===== config.mk =====
export PLATFORM = sky130hd
export DESIGN_NAME = dqs_trainer
export DESIGN_NICKNAME = d
export VERILOG_FILES = /design/src/rtl/dqs_train_pkg.sv /design/src/rtl/dqs_pulse_timer.sv /design/src/rtl/dqs_byte_check.sv /design/src/rtl/dqs_lane_slot.sv /design/src/rtl/dqs_trainer.sv
export SDC_FILE = /design/constraint.sdc
export NUM_CORES = 1
export LEC_CHECK = 0
export BUFFER_PORTS_ARGS = -buffer_cell sky130_fd_sc_hd__buf_2
export CAP_MARGIN = 20
export CORE_MARGIN = 8
export CORE_UTILIZATION = 47
export CTS_CLUSTER_SIZE = 28
export DETAILED_ROUTE_END_ITERATION = 6
export GPL_TIMING_DRIVEN = 0
export MAX_ROUTING_LAYER = met4
export PLACE_DENSITY = 0.74
export RECOVER_POWER = 50
export SLEW_MARGIN = 20
export SYNTH_ARGS = -nofsm -noshare
export SYNTH_HDL_FRONTEND = slang
export SYNTH_HIERARCHICAL = 1
export SYNTH_SLANG_ARGS = --single-unit

===== constraint.sdc =====
create_clock -name clk -period 8.7 [get_ports clk]
set_input_delay 0.435 -clock clk [delete_from_list [all_inputs] [get_ports clk]]
set_output_delay 0.435 -clock clk [all_outputs]
set_load 0.01 [all_outputs]

===== src/rtl/dqs_train_pkg.sv =====
package dqs_train_pkg;

    localparam int TAP_W   = 5;
    localparam int PAT_LEN = 8;

    typedef logic [TAP_W-1:0] tap_t;
    localparam tap_t TAP_TOP = '1;

    typedef enum logic [3:0] {
        ST_IDLE,
        ST_LANE_INIT,
        ST_FLUSH,
        ST_SETTLE,
        ST_REQ,
        ST_WAIT,
        ST_TAIL_FLUSH,
        ST_NEXT,
        ST_DONE
    } seq_state_e;

    typedef enum logic [2:0] {
        V_NEXT_BYTE,
        V_RETRY,
        V_WIN_OPEN,
        V_FAIL,
        V_WIN_CLOSE
    } verdict_e;

    typedef struct packed {
        logic [7:0] data;
        logic       masked;
        logic       dummy;
    } rd_rsp_t;

    function automatic logic [7:0] ref_byte(input logic [2:0] idx);
        case (idx)
            3'd0:    return 8'hFE;
            3'd1:    return 8'h11;
            3'd2:    return 8'h33;
            3'd3:    return 8'h55;
            3'd4:    return 8'h77;
            3'd5:    return 8'h99;
            3'd6:    return 8'hBB;
            default: return 8'hDD;
        endcase
    endfunction

    function automatic tap_t window_mid(input tap_t lo, input tap_t hi);
        tap_t span;
        span = hi - lo;
        return lo + (span >> 1);
    endfunction

endpackage


===== src/rtl/dqs_pulse_timer.sv =====
module dqs_pulse_timer #(
    parameter int CYC = 8
) (
    input  logic clk,
    input  logic rst,
    input  logic load,
    output logic expired
);
    localparam int CW = (CYC > 1) ? $clog2(CYC) : 1;

    logic [CW-1:0] cnt_q;

    always_ff @(posedge clk) begin
        if (rst) begin
            cnt_q <= '0;
        end else if (load) begin
            cnt_q <= CW'(CYC - 1);
        end else if (cnt_q != '0) begin
            cnt_q <= cnt_q - 1'b1;
        end
    end

    assign expired = (cnt_q == '0);
endmodule


===== src/rtl/dqs_byte_check.sv =====
module dqs_byte_check
    import dqs_train_pkg::*;
(
    input  logic [2:0] idx,
    input  rd_rsp_t    rsp,
    output logic       hit
);
    always_comb begin
        hit = (rsp.data == ref_byte(idx)) && !rsp.masked && !rsp.dummy;
    end
endmodule


===== src/rtl/dqs_lane_slot.sv =====
module dqs_lane_slot
    import dqs_train_pkg::*;
(
    input  logic clk,
    input  logic rst,
    input  logic clr,
    input  logic tap_we,
    input  tap_t tap_wdata,
    input  logic ok_set,
    output tap_t tap,
    output logic ok
);
    always_ff @(posedge clk) begin
        if (rst || clr) begin
            tap <= '0;
            ok  <= 1'b0;
        end else begin
            if (tap_we) tap <= tap_wdata;
            if (ok_set) ok  <= 1'b1;
        end
    end
endmodule


===== src/rtl/dqs_trainer.sv =====
module dqs_trainer
    import dqs_train_pkg::*;
#(
    parameter int LANES   = 2,
    parameter int RST_CYC = 8,
    localparam int ADDR_W = $clog2(LANES + 28),
    localparam int LW     = (LANES > 1) ? $clog2(LANES) : 1
) (
    input  logic                    clk,
    input  logic                    rst,
    input  logic                    start,
    output logic                    busy,
    output logic                    done,
    output logic [LANES-1:0]        lane_ok,
    output logic [LANES*TAP_W-1:0]  lane_tap,
    output logic                    fifo_rst,
    output logic                    flag_clr,
    output logic                    rd_req_valid,
    input  logic                    rd_req_ready,
    output logic [ADDR_W-1:0]       rd_req_addr,
    input  logic                    rd_rsp_valid,
    input  logic [7:0]              rd_rsp_data,
    input  logic                    rd_rsp_masked,
    input  logic                    rd_rsp_dummy
);
    seq_state_e state_q;
    logic [LW-1:0] lane_q;
    logic [2:0]    idx_q;
    logic          phase_q;
    tap_t          win_start_q;

    tap_t     tap_arr [LANES];
    tap_t     cur_tap;
    tap_t     tap_wdata;
    logic     tap_we;
    logic     ok_we;
    logic     run_start;
    logic     timer_load;
    logic     timer_done;
    logic     hit;
    verdict_e verdict;
    rd_rsp_t  rsp;

    assign rsp       = '{data: rd_rsp_data, masked: rd_rsp_masked, dummy: rd_rsp_dummy};
    assign busy      = (state_q != ST_IDLE) && (state_q != ST_DONE);
    assign done      = (state_q == ST_DONE);
    assign run_start = start && !busy;
    assign cur_tap   = tap_arr[lane_q];

    assign fifo_rst     = (state_q == ST_FLUSH) || (state_q == ST_TAIL_FLUSH);
    assign flag_clr     = fifo_rst;
    assign rd_req_valid = (state_q == ST_REQ);
    assign rd_req_addr  = ADDR_W'(32'(lane_q) + 32'(idx_q) * 4);

    dqs_byte_check u_cmp (
        .idx (idx_q),
        .rsp (rsp),
        .hit (hit)
    );

    dqs_pulse_timer #(.CYC(RST_CYC)) u_timer (
        .clk     (clk),
        .rst     (rst),
        .load    (timer_load),
        .expired (timer_done)
    );

    // Outcome of one compared byte
    always_comb begin
        logic last;
        last = (idx_q == 3'(PAT_LEN - 1));
        if (!phase_q) begin
            if (!hit)      verdict = (cur_tap == TAP_TOP) ? V_FAIL : V_RETRY;
            else if (last) verdict = V_WIN_OPEN;
            else           verdict = V_NEXT_BYTE;
        end else begin
            if (!hit)      verdict = V_WIN_CLOSE;
            else if (last) verdict = (cur_tap == TAP_TOP) ? V_FAIL : V_RETRY;
            else           verdict = V_NEXT_BYTE;
        end
    end

    always_comb begin
        timer_load = (state_q == ST_LANE_INIT)
                   || (state_q == ST_FLUSH && timer_done)
                   || (state_q == ST_WAIT && rd_rsp_valid && verdict != V_FAIL);
        tap_we    = 1'b0;
        tap_wdata = cur_tap;
        ok_we     = 1'b0;
        case (state_q)
            ST_LANE_INIT: begin
                tap_we    = 1'b1;
                tap_wdata = '0;
            end
            ST_WAIT: begin
                if (rd_rsp_valid && verdict == V_RETRY) begin
                    tap_we    = 1'b1;
                    tap_wdata = cur_tap + 1'b1;
                end
            end
            ST_TAIL_FLUSH: begin
                if (timer_done) begin
                    tap_we    = 1'b1;
                    tap_wdata = window_mid(win_start_q, cur_tap);
                    ok_we     = 1'b1;
                end
            end
            default: ;
        endcase
    end

    always_ff @(posedge clk) begin
        if (rst) begin
            state_q     <= ST_IDLE;
            lane_q      <= '0;
            idx_q       <= '0;
            phase_q     <= 1'b0;
            win_start_q <= '0;
        end else begin
            case (state_q)
                ST_IDLE, ST_DONE: begin
                    if (start) begin
                        lane_q  <= '0;
                        state_q <= ST_LANE_INIT;
                    end
                end
                ST_LANE_INIT: begin
                    idx_q   <= '0;
                    phase_q <= 1'b0;
                    state_q <= ST_FLUSH;
                end
                ST_FLUSH:  if (timer_done) state_q <= ST_SETTLE;
                ST_SETTLE: if (timer_done) state_q <= ST_REQ;
                ST_REQ:    if (rd_req_ready) state_q <= ST_WAIT;
                ST_WAIT: begin
                    if (rd_rsp_valid) begin
                        case (verdict)
                            V_NEXT_BYTE: begin
                                idx_q   <= idx_q + 1'b1;
                                state_q <= ST_FLUSH;
                            end
                            V_RETRY: begin
                                idx_q   <= '0;
                                state_q <= ST_FLUSH;
                            end
                            V_WIN_OPEN: begin
                                idx_q       <= '0;
                                phase_q     <= 1'b1;
                                win_start_q <= cur_tap;
                                state_q     <= ST_FLUSH;
                            end
                            V_FAIL:      state_q <= ST_NEXT;
                            default:     state_q <= ST_TAIL_FLUSH;
                        endcase
                    end
                end
                ST_TAIL_FLUSH: if (timer_done) state_q <= ST_NEXT;
                ST_NEXT: begin
                    if (32'(lane_q) == LANES - 1) begin
                        state_q <= ST_DONE;
                    end else begin
                        lane_q  <= lane_q + 1'b1;
                        state_q <= ST_LANE_INIT;
                    end
                end
                default: state_q <= ST_IDLE;
            endcase
        end
    end

    for (genvar g = 0; g < LANES; g++) begin : g_lane
        dqs_lane_slot u_slot (
            .clk       (clk),
            .rst       (rst),
            .clr       (run_start),
            .tap_we    (tap_we && (32'(lane_q) == g)),
            .tap_wdata (tap_wdata),
            .ok_set    (ok_we && (32'(lane_q) == g)),
            .tap       (tap_arr[g]),
            .ok        (lane_ok[g])
        );
        assign lane_tap[g*TAP_W +: TAP_W] = tap_arr[g];
    end
endmodule


=== Yosys cells after proc, flatten, opt, wreduce, memory -nomap -nowiden ===
Cells that the tools add are included.
W data, S select, Z words.

* Register bits after elaboration: 29
* Bits of input ports: 15

* Mux-type cells: 37
* Add/subtract/negate cells: 7
* Equality and inequality tests: 30
* Bitwise gates (word level): 2
* Reduce and logical (&&, ||, !) cells: 36
* Magnitude comparators: 1

{| class="wikitable"
|+ Operator list
! kind !! number
|-
| $pmux W8 S7 || 1
|-
| $pmux W4 S8 || 1
|-
| $mux W4 || 7
|-
| $mux W5 || 5
|-
| $mux W3 || 6
|-
| $pmux W3 S2 || 3
|-
| $eq A4 B3 Y1 const B || 4
|-
| $pmux W5 S3 || 1
|-
| $eq A3 B2 Y1 const B || 4
|-
| $eq A3 B3 Y1 const B || 4
|-
| $logic_and A1 B1 Y1 || 12
|-
| $ne A2 B2 Y1 const B || 5
|-
| $logic_not A3 Y1 || 3
|-
| $reduce_and A3 Y1 || 3
|-
| $eq A4 B2 Y1 const B || 2
|-
| $eq A8 B8 Y1 || 1
|-
| $mux W1 || 7
|-
| $eq A3 B1 Y1 const B || 2
|-
| $mux W2 || 3
|-
| $ne A3 B2 Y1 const B || 2
|-
| $reduce_and A6 Y1 || 1
|-
| $reduce_bool A2 Y1 || 3
|-
| $add A1 B5 Y5 || 1
|-
| $add A5 B1 Y5 const B || 1
|-
| 23 further kinds || 31
|}

=== Longest topological paths before layout ===
* Depth in word-level cells: 14
* Depth in mapped cells: 14
* Depth with buffers taken out: 13

=== By module ===
The synthesis kept the hierarchy.

{| class="wikitable"
|+ Modules (own cells, without submodules)
! module !! instances !! area an instance (µm²) !! cells each !! sequential area each (µm²)
|-
| dqs_trainer || 1 || 1435.1 || 180 || 280.3
|-
| dqs_lane_slot || 2 || 212.7 || 21 || 120.1
|-
| dqs_byte_check || 1 || 187.7 || 27 || 0.0
|-
| dqs_pulse_timer || 1 || 168.9 || 18 || 60.1
|}

=== Worst setup path before layout ===
Ideal clock, no wire load.

* Kind: register to register
* Start: register idx_q[0]
* End: register g_lane[0].u_slot.tap[0]
* Data arrival time: 3.193 ns
* Path slack: 5.392 ns
* Clock period less this slack: 3.308 ns
* Stages on the path, launching flop included: 14
* Path through: dfxtp_1 > inv_1 > ha_1 > or4_1 > nand2_1 > nand4_1 > a311oi_1 > nand2_1 > a2111oi_4 > o21ai_2 > nor2_1 > buf_2 > mux2i_1 > nor2_1

* Word-level cells in the longest chain between the ends: 12

{| class="wikitable"
|+ RTL lines
! element !! line !! text
|-
| start, declared || dqs_trainer.sv:28 || <nowiki>logic [2:0] idx_q;</nowiki>
|-
| start signal, assigned || dqs_trainer.sv:139 || <nowiki>idx_q <= idx_q + 1'b1;</nowiki>
|-
| $eq A3 B3 Y1 (tied with other cells) || dqs_train_pkg.sv:36 || <nowiki>case (idx)</nowiki>
|-
| $pmux W8 S7 (*) || dqs_train_pkg.sv:36 ||
|-
| $eq A8 B8 Y1 (*) || dqs_byte_check.sv:9 || <nowiki>hit = (rsp.data == ref_byte(idx)) && !rsp.masked && !rsp.dummy;</nowiki>
|-
| $logic_and A1 B1 Y1 (*) (2 in a row) || dqs_byte_check.sv:9 ||
|-
| via hit || dqs_trainer.sv:40 || <nowiki>logic hit;</nowiki>
|-
| $mux W3, on equally long branches || dqs_trainer.sv:73, dqs_trainer.sv:77 ||
|-
| $mux W3 (*) || dqs_trainer.sv:72 || <nowiki>if (!phase_q) begin</nowiki>
|-
| $eq A3 B1 Y1 (*) || dqs_trainer.sv:96 || <nowiki>if (rd_rsp_valid && verdict == V_RETRY) begin</nowiki>
|-
| $logic_and A1 B1 Y1 (*) || dqs_trainer.sv:96 ||
|-
| $mux W1 || dqs_trainer.sv:96 ||
|-
| $pmux W1 S3 || dqs_trainer.sv:90 || <nowiki>case (state_q)</nowiki>
|-
| $logic_and A1 B1 Y1 || dqs_trainer.sv:176 || <nowiki>.tap_we (tap_we && (32'(lane_q) == g)),</nowiki>
|-
| end signal, assigned || dqs_lane_slot.sv:18 || <nowiki>if (tap_we) tap <= tap_wdata;</nowiki>
|-
| end, declared || dqs_lane_slot.sv:10 || <nowiki>output tap_t tap,</nowiki>
|}

The timed path passes the listed nets; every way through them passes the cells marked *.
A chain may end at the register's enable or synchronous reset.

=== Final worst setup path ===
* Start: register idx_q[0]
* End: register g_lane[1].u_slot.tap[2]

* Word-level cells in the longest chain between the ends: 12

{| class="wikitable"
|+ RTL lines
! element !! line
|-
| $eq A3 B3 Y1 (tied with other cells) || dqs_train_pkg.sv:36
|-
| $pmux W8 S7 (*) || dqs_train_pkg.sv:36
|-
| $eq A8 B8 Y1 (*) || dqs_byte_check.sv:9
|-
| $logic_and A1 B1 Y1 (*) (2 in a row) || dqs_byte_check.sv:9
|-
| via hit || dqs_trainer.sv:40
|-
| $mux W3, on equally long branches || dqs_trainer.sv:73, dqs_trainer.sv:77
|-
| $mux W3 (*) || dqs_trainer.sv:72
|-
| $eq A3 B1 Y1 (*) || dqs_trainer.sv:96
|-
| $logic_and A1 B1 Y1 (*) || dqs_trainer.sv:96
|-
| $mux W1 || dqs_trainer.sv:96
|-
| $pmux W1 S3 || dqs_trainer.sv:90
|-
| $logic_and A1 B1 Y1 || dqs_trainer.sv:176
|-
| end signal, assigned || dqs_lane_slot.sv:18
|-
| end, declared || dqs_lane_slot.sv:10
|}

Marks and branches as above.

==> impl_metrics.toml <==
[clocking]
cts_htree_levels = 2
cts_tree = "yes"
post-cts-setup-buffers = 0
post_cts_resize_count = 0
clk_pin_slew_ns = 0.07
clockRootBuffer = "sky130_fd_sc_hd__clkbuf_8"
cts.path.max_buffers = 2
cts_hold_buf = 0
clock_sinks = 29
worstSkewPairLatency_ns = 0.29
cts_inserted_buffers = 5

[logic_synthesis]
netlist_instances = 267
top_count_cell_post_synth = "sky130_fd_sc_hd__nor2_1"
synth_commonest_cells = "sky130_fd_sc_hd__nor2_1 (39), sky130_fd_sc_hd__dfxtp_1 (29), sky130_fd_sc_hd__inv_1 (18)"
synth_top_area_frac = 0.2619
synth.net_count = 301
yosys_most_used_dff = "sky130_fd_sc_hd__dfxtp_1"
seq_area_frac_synth = 0.2619
synth_area_leaders = "sky130_fd_sc_hd__dfxtp_1 (26%), sky130_fd_sc_hd__ha_1 (9.6%), sky130_fd_sc_hd__nor2_1 (6.6%)"
flop_and_latch_count_out_of_synthesis = 29
yosysUniqueCellTypes = 57
postSynth.asyncResetShare = 0
synth.largest_area_cell = "sky130_fd_sc_hd__dfxtp_1"
synthesis.area_sq_mm = 0.002217
synthesis.yosys.warnings = 6
synth.avg_cell_area_sq_um = 8.304
number_of_flops_mapped_to_enable_cells_by_yosys = 0

[setup_path]
worst_ep_arrival_time_ns = 3.96
startpoint_type = "flip-flop"
worst-path-max-fanout = 8
worst_setup_path_end_kind = "flip-flop"
path_class = "reg -> reg"
timing.critical_path.required_ns = 8.87

[route]
post-route-drc-count = 0
drt_iter0_markers = 111
met2_wirelength_mm = 2.268
detailedRoute.firstPassIterationCount = 4
routedLengthMet1_mm = 2.321
met3_wirelength_microns = 207
route.antenna.remaining_nets = 0
num_vias = 2015
uppermost_routed_layer = "met4"
routed_via_density = 5.536
wl_per_cell_microns = 13.39
total_routed_wirelength_mm = 4.874

[placement]
port_buffers = 35
post-dp-hpwl_mm = 3.770
routabilityCongestion = 0.8960

[final_layout]
flow.area_growth_from_synthesis_pct = 13.43
layout-drive-gt1-share = 0.1548
antenna_cells_inserted = 0
final_util = 0.5432
final_net_count = 343

[sta]
timing.setup.tns_ns = 0
fin_skew_ns = 0.006114
slew_violations = 0
finalSetupViolCount = 0
grt_setup_unrepaired = "no"
fin_hold_ws_ns = 0.4617
fmax_mhz = 263.9
finalCritPeriodShare = 0.4356
worst_pin_slew_ns = 0.8124
hold_viol_final = 0
period_needed_ns = 3.790
worst_slew_slack_as_a_fraction_of_its_limit = 0.4547

[floorplan]
initial_core_util = 0.4789
die_width_microns = 84.68
floorplan.io_pins = 37
die_height_microns = 84.68
coreArea_sq_mm = 0.004629
fp.dieArea_sq_mm = 0.007171
num_rows = 25

[global_routing]
antenna_found_initial = 0
first_global_vias = 1962
grt.total_usage = 0.1453
gr-total-overflow = 0
grt_max_degree = 12
grt_pass1_wl_mm = 8.466

[pwr]
powerDensity_mw_per_mm2 = 174.1
max-vdd-ir-drop_uv = 172.2
leakage_power_of_the_design_nw = 1.054

[flow_run]
max-cap-violations = 0

[min_path]
hold_class = "in -> reg"

[outcome]
outcome = "finished, final reports clean"
[critical path, stage by stage (launching register included)]
cell	delay (ns)
sky130_fd_sc_hd__dfxtp_1	0.44
sky130_fd_sc_hd__inv_1	0.09
sky130_fd_sc_hd__ha_1	0.28
sky130_fd_sc_hd__or4_1	0.53
sky130_fd_sc_hd__nand2_1	0.07
sky130_fd_sc_hd__nand4_1	0.09
sky130_fd_sc_hd__a311oi_1	0.65
sky130_fd_sc_hd__nand2_1	0.26
sky130_fd_sc_hd__a2111oi_4	0.52
sky130_fd_sc_hd__o21ai_2	0.15
sky130_fd_sc_hd__nor2_1	0.10
sky130_fd_sc_hd__buf_2	0.20
sky130_fd_sc_hd__mux2i_1	0.22
sky130_fd_sc_hd__nor2_1	0.05
[cells in the final DEF (no fill, tap or decap), drive strengths merged, types with 4 or more instances in the layout]
master	Yosys	final
nor3	6	6
o21ai	11	11
mux2i	14	14
nand2	15	15
a21o	4	4
nor2	39	39
nor4b	4	4
ha	17	17
a211oi	8	8
dfxtp	29	29
nand3	4	4
nand2b	5	5
and3	4	4
xnor2	6	6
inv	18	18
clkbuf	2	31
a21oi	12	12
nand3b	5	5
buf	13	25
mux2	5	5
[final cells by class]
cell class	count	area (sq um)
flip-flops and latches	29	580.6
well taps	54	67.56
clock buffers	6	72.57
plain buffers	15	81.33
fillers	456	2115
inverters	18	67.56
multi-input cells	205	1484
clock inverters	2	10.01
repair buffers	35	151.4
[report_power, final]
| part | total (mW) | switching, mW | leakage (nW) | internal [mW] |
|---|---|---|---|---|
| combinational | 0.175 | 0.104 | 0.774 | 0.0713 |
| clock | 0.109 | 0.0535 | 0.0450 | 0.0553 |
| sequential | 0.154 | 0.00913 | 0.235 | 0.145 |
[path summary, 6_finish.rpt]
| path | startpoint | endpoint | slack [ns] | cells past startpoint |
|---|---|---|---|---|
| worst max-delay path | idx_q[0] | g_lane[1].u_slot/tap[2] | 4.91 | 13 |
| worst min-delay path | rst | u_timer/cnt_q[2] | 0.46 | 2 |
| worst max register to register | idx_q[0] | g_lane[1].u_slot/tap[2] | 4.91 | 13 |
| worst min register to register | g_lane[1].u_slot/ok | g_lane[1].u_slot/ok | 0.49 | 2 |
[per-stage QoR]
stage	worst slack (ns)	cell area, sq um	cells	power (mW)
3_5_place_dp	4.918	2460	356	0.3333
5_1_grt	4.544	2515	364	0.4660
6_report	4.910	2515	364	0.4378
4_1_cts	4.913	2542	364	0.4441
3_3_place_gp	5.008	2460	356	0.3312
2_1_floorplan	5.392	2217	267	0.2933
[sequential cells by signal, indices dropped and copies added, names as in the netlist]
| signal | count |
|---|---|
| u_timer/cnt_q | 3 |
| lane_q | 1 |
| g_lane.u_slot/tap | 10 |
| state_q | 4 |
| win_start_q | 5 |
| idx_q | 3 |
| phase_q | 1 |
| g_lane.u_slot/ok | 2 |
[cell families after synthesis]
| logic type | Yosys count | synth area share |
|---|---|---|
| compound gates | 55 | 0.1896 |
| simple gates | 102 | 0.2382 |
| fa+ha+maj | 19 | 0.1140 |
| flops | 29 | 0.2619 |
| mux | 19 | 0.09029 |
| buf+inv | 33 | 0.06885 |
| xor+xnor | 9 | 0.03556 |
| other cells | 1 | 0.001691 |
[routing by layer]
metal | vias to the layer above | track usage
li1 | 1023 | -
met1 | 943 | 0.1678
met2 | 44 | 0.2362
met3 | 5 | 0.02927
met4 | 0 | 0.06796
met5 | - | -
Power figures use the tool's default switching activity.
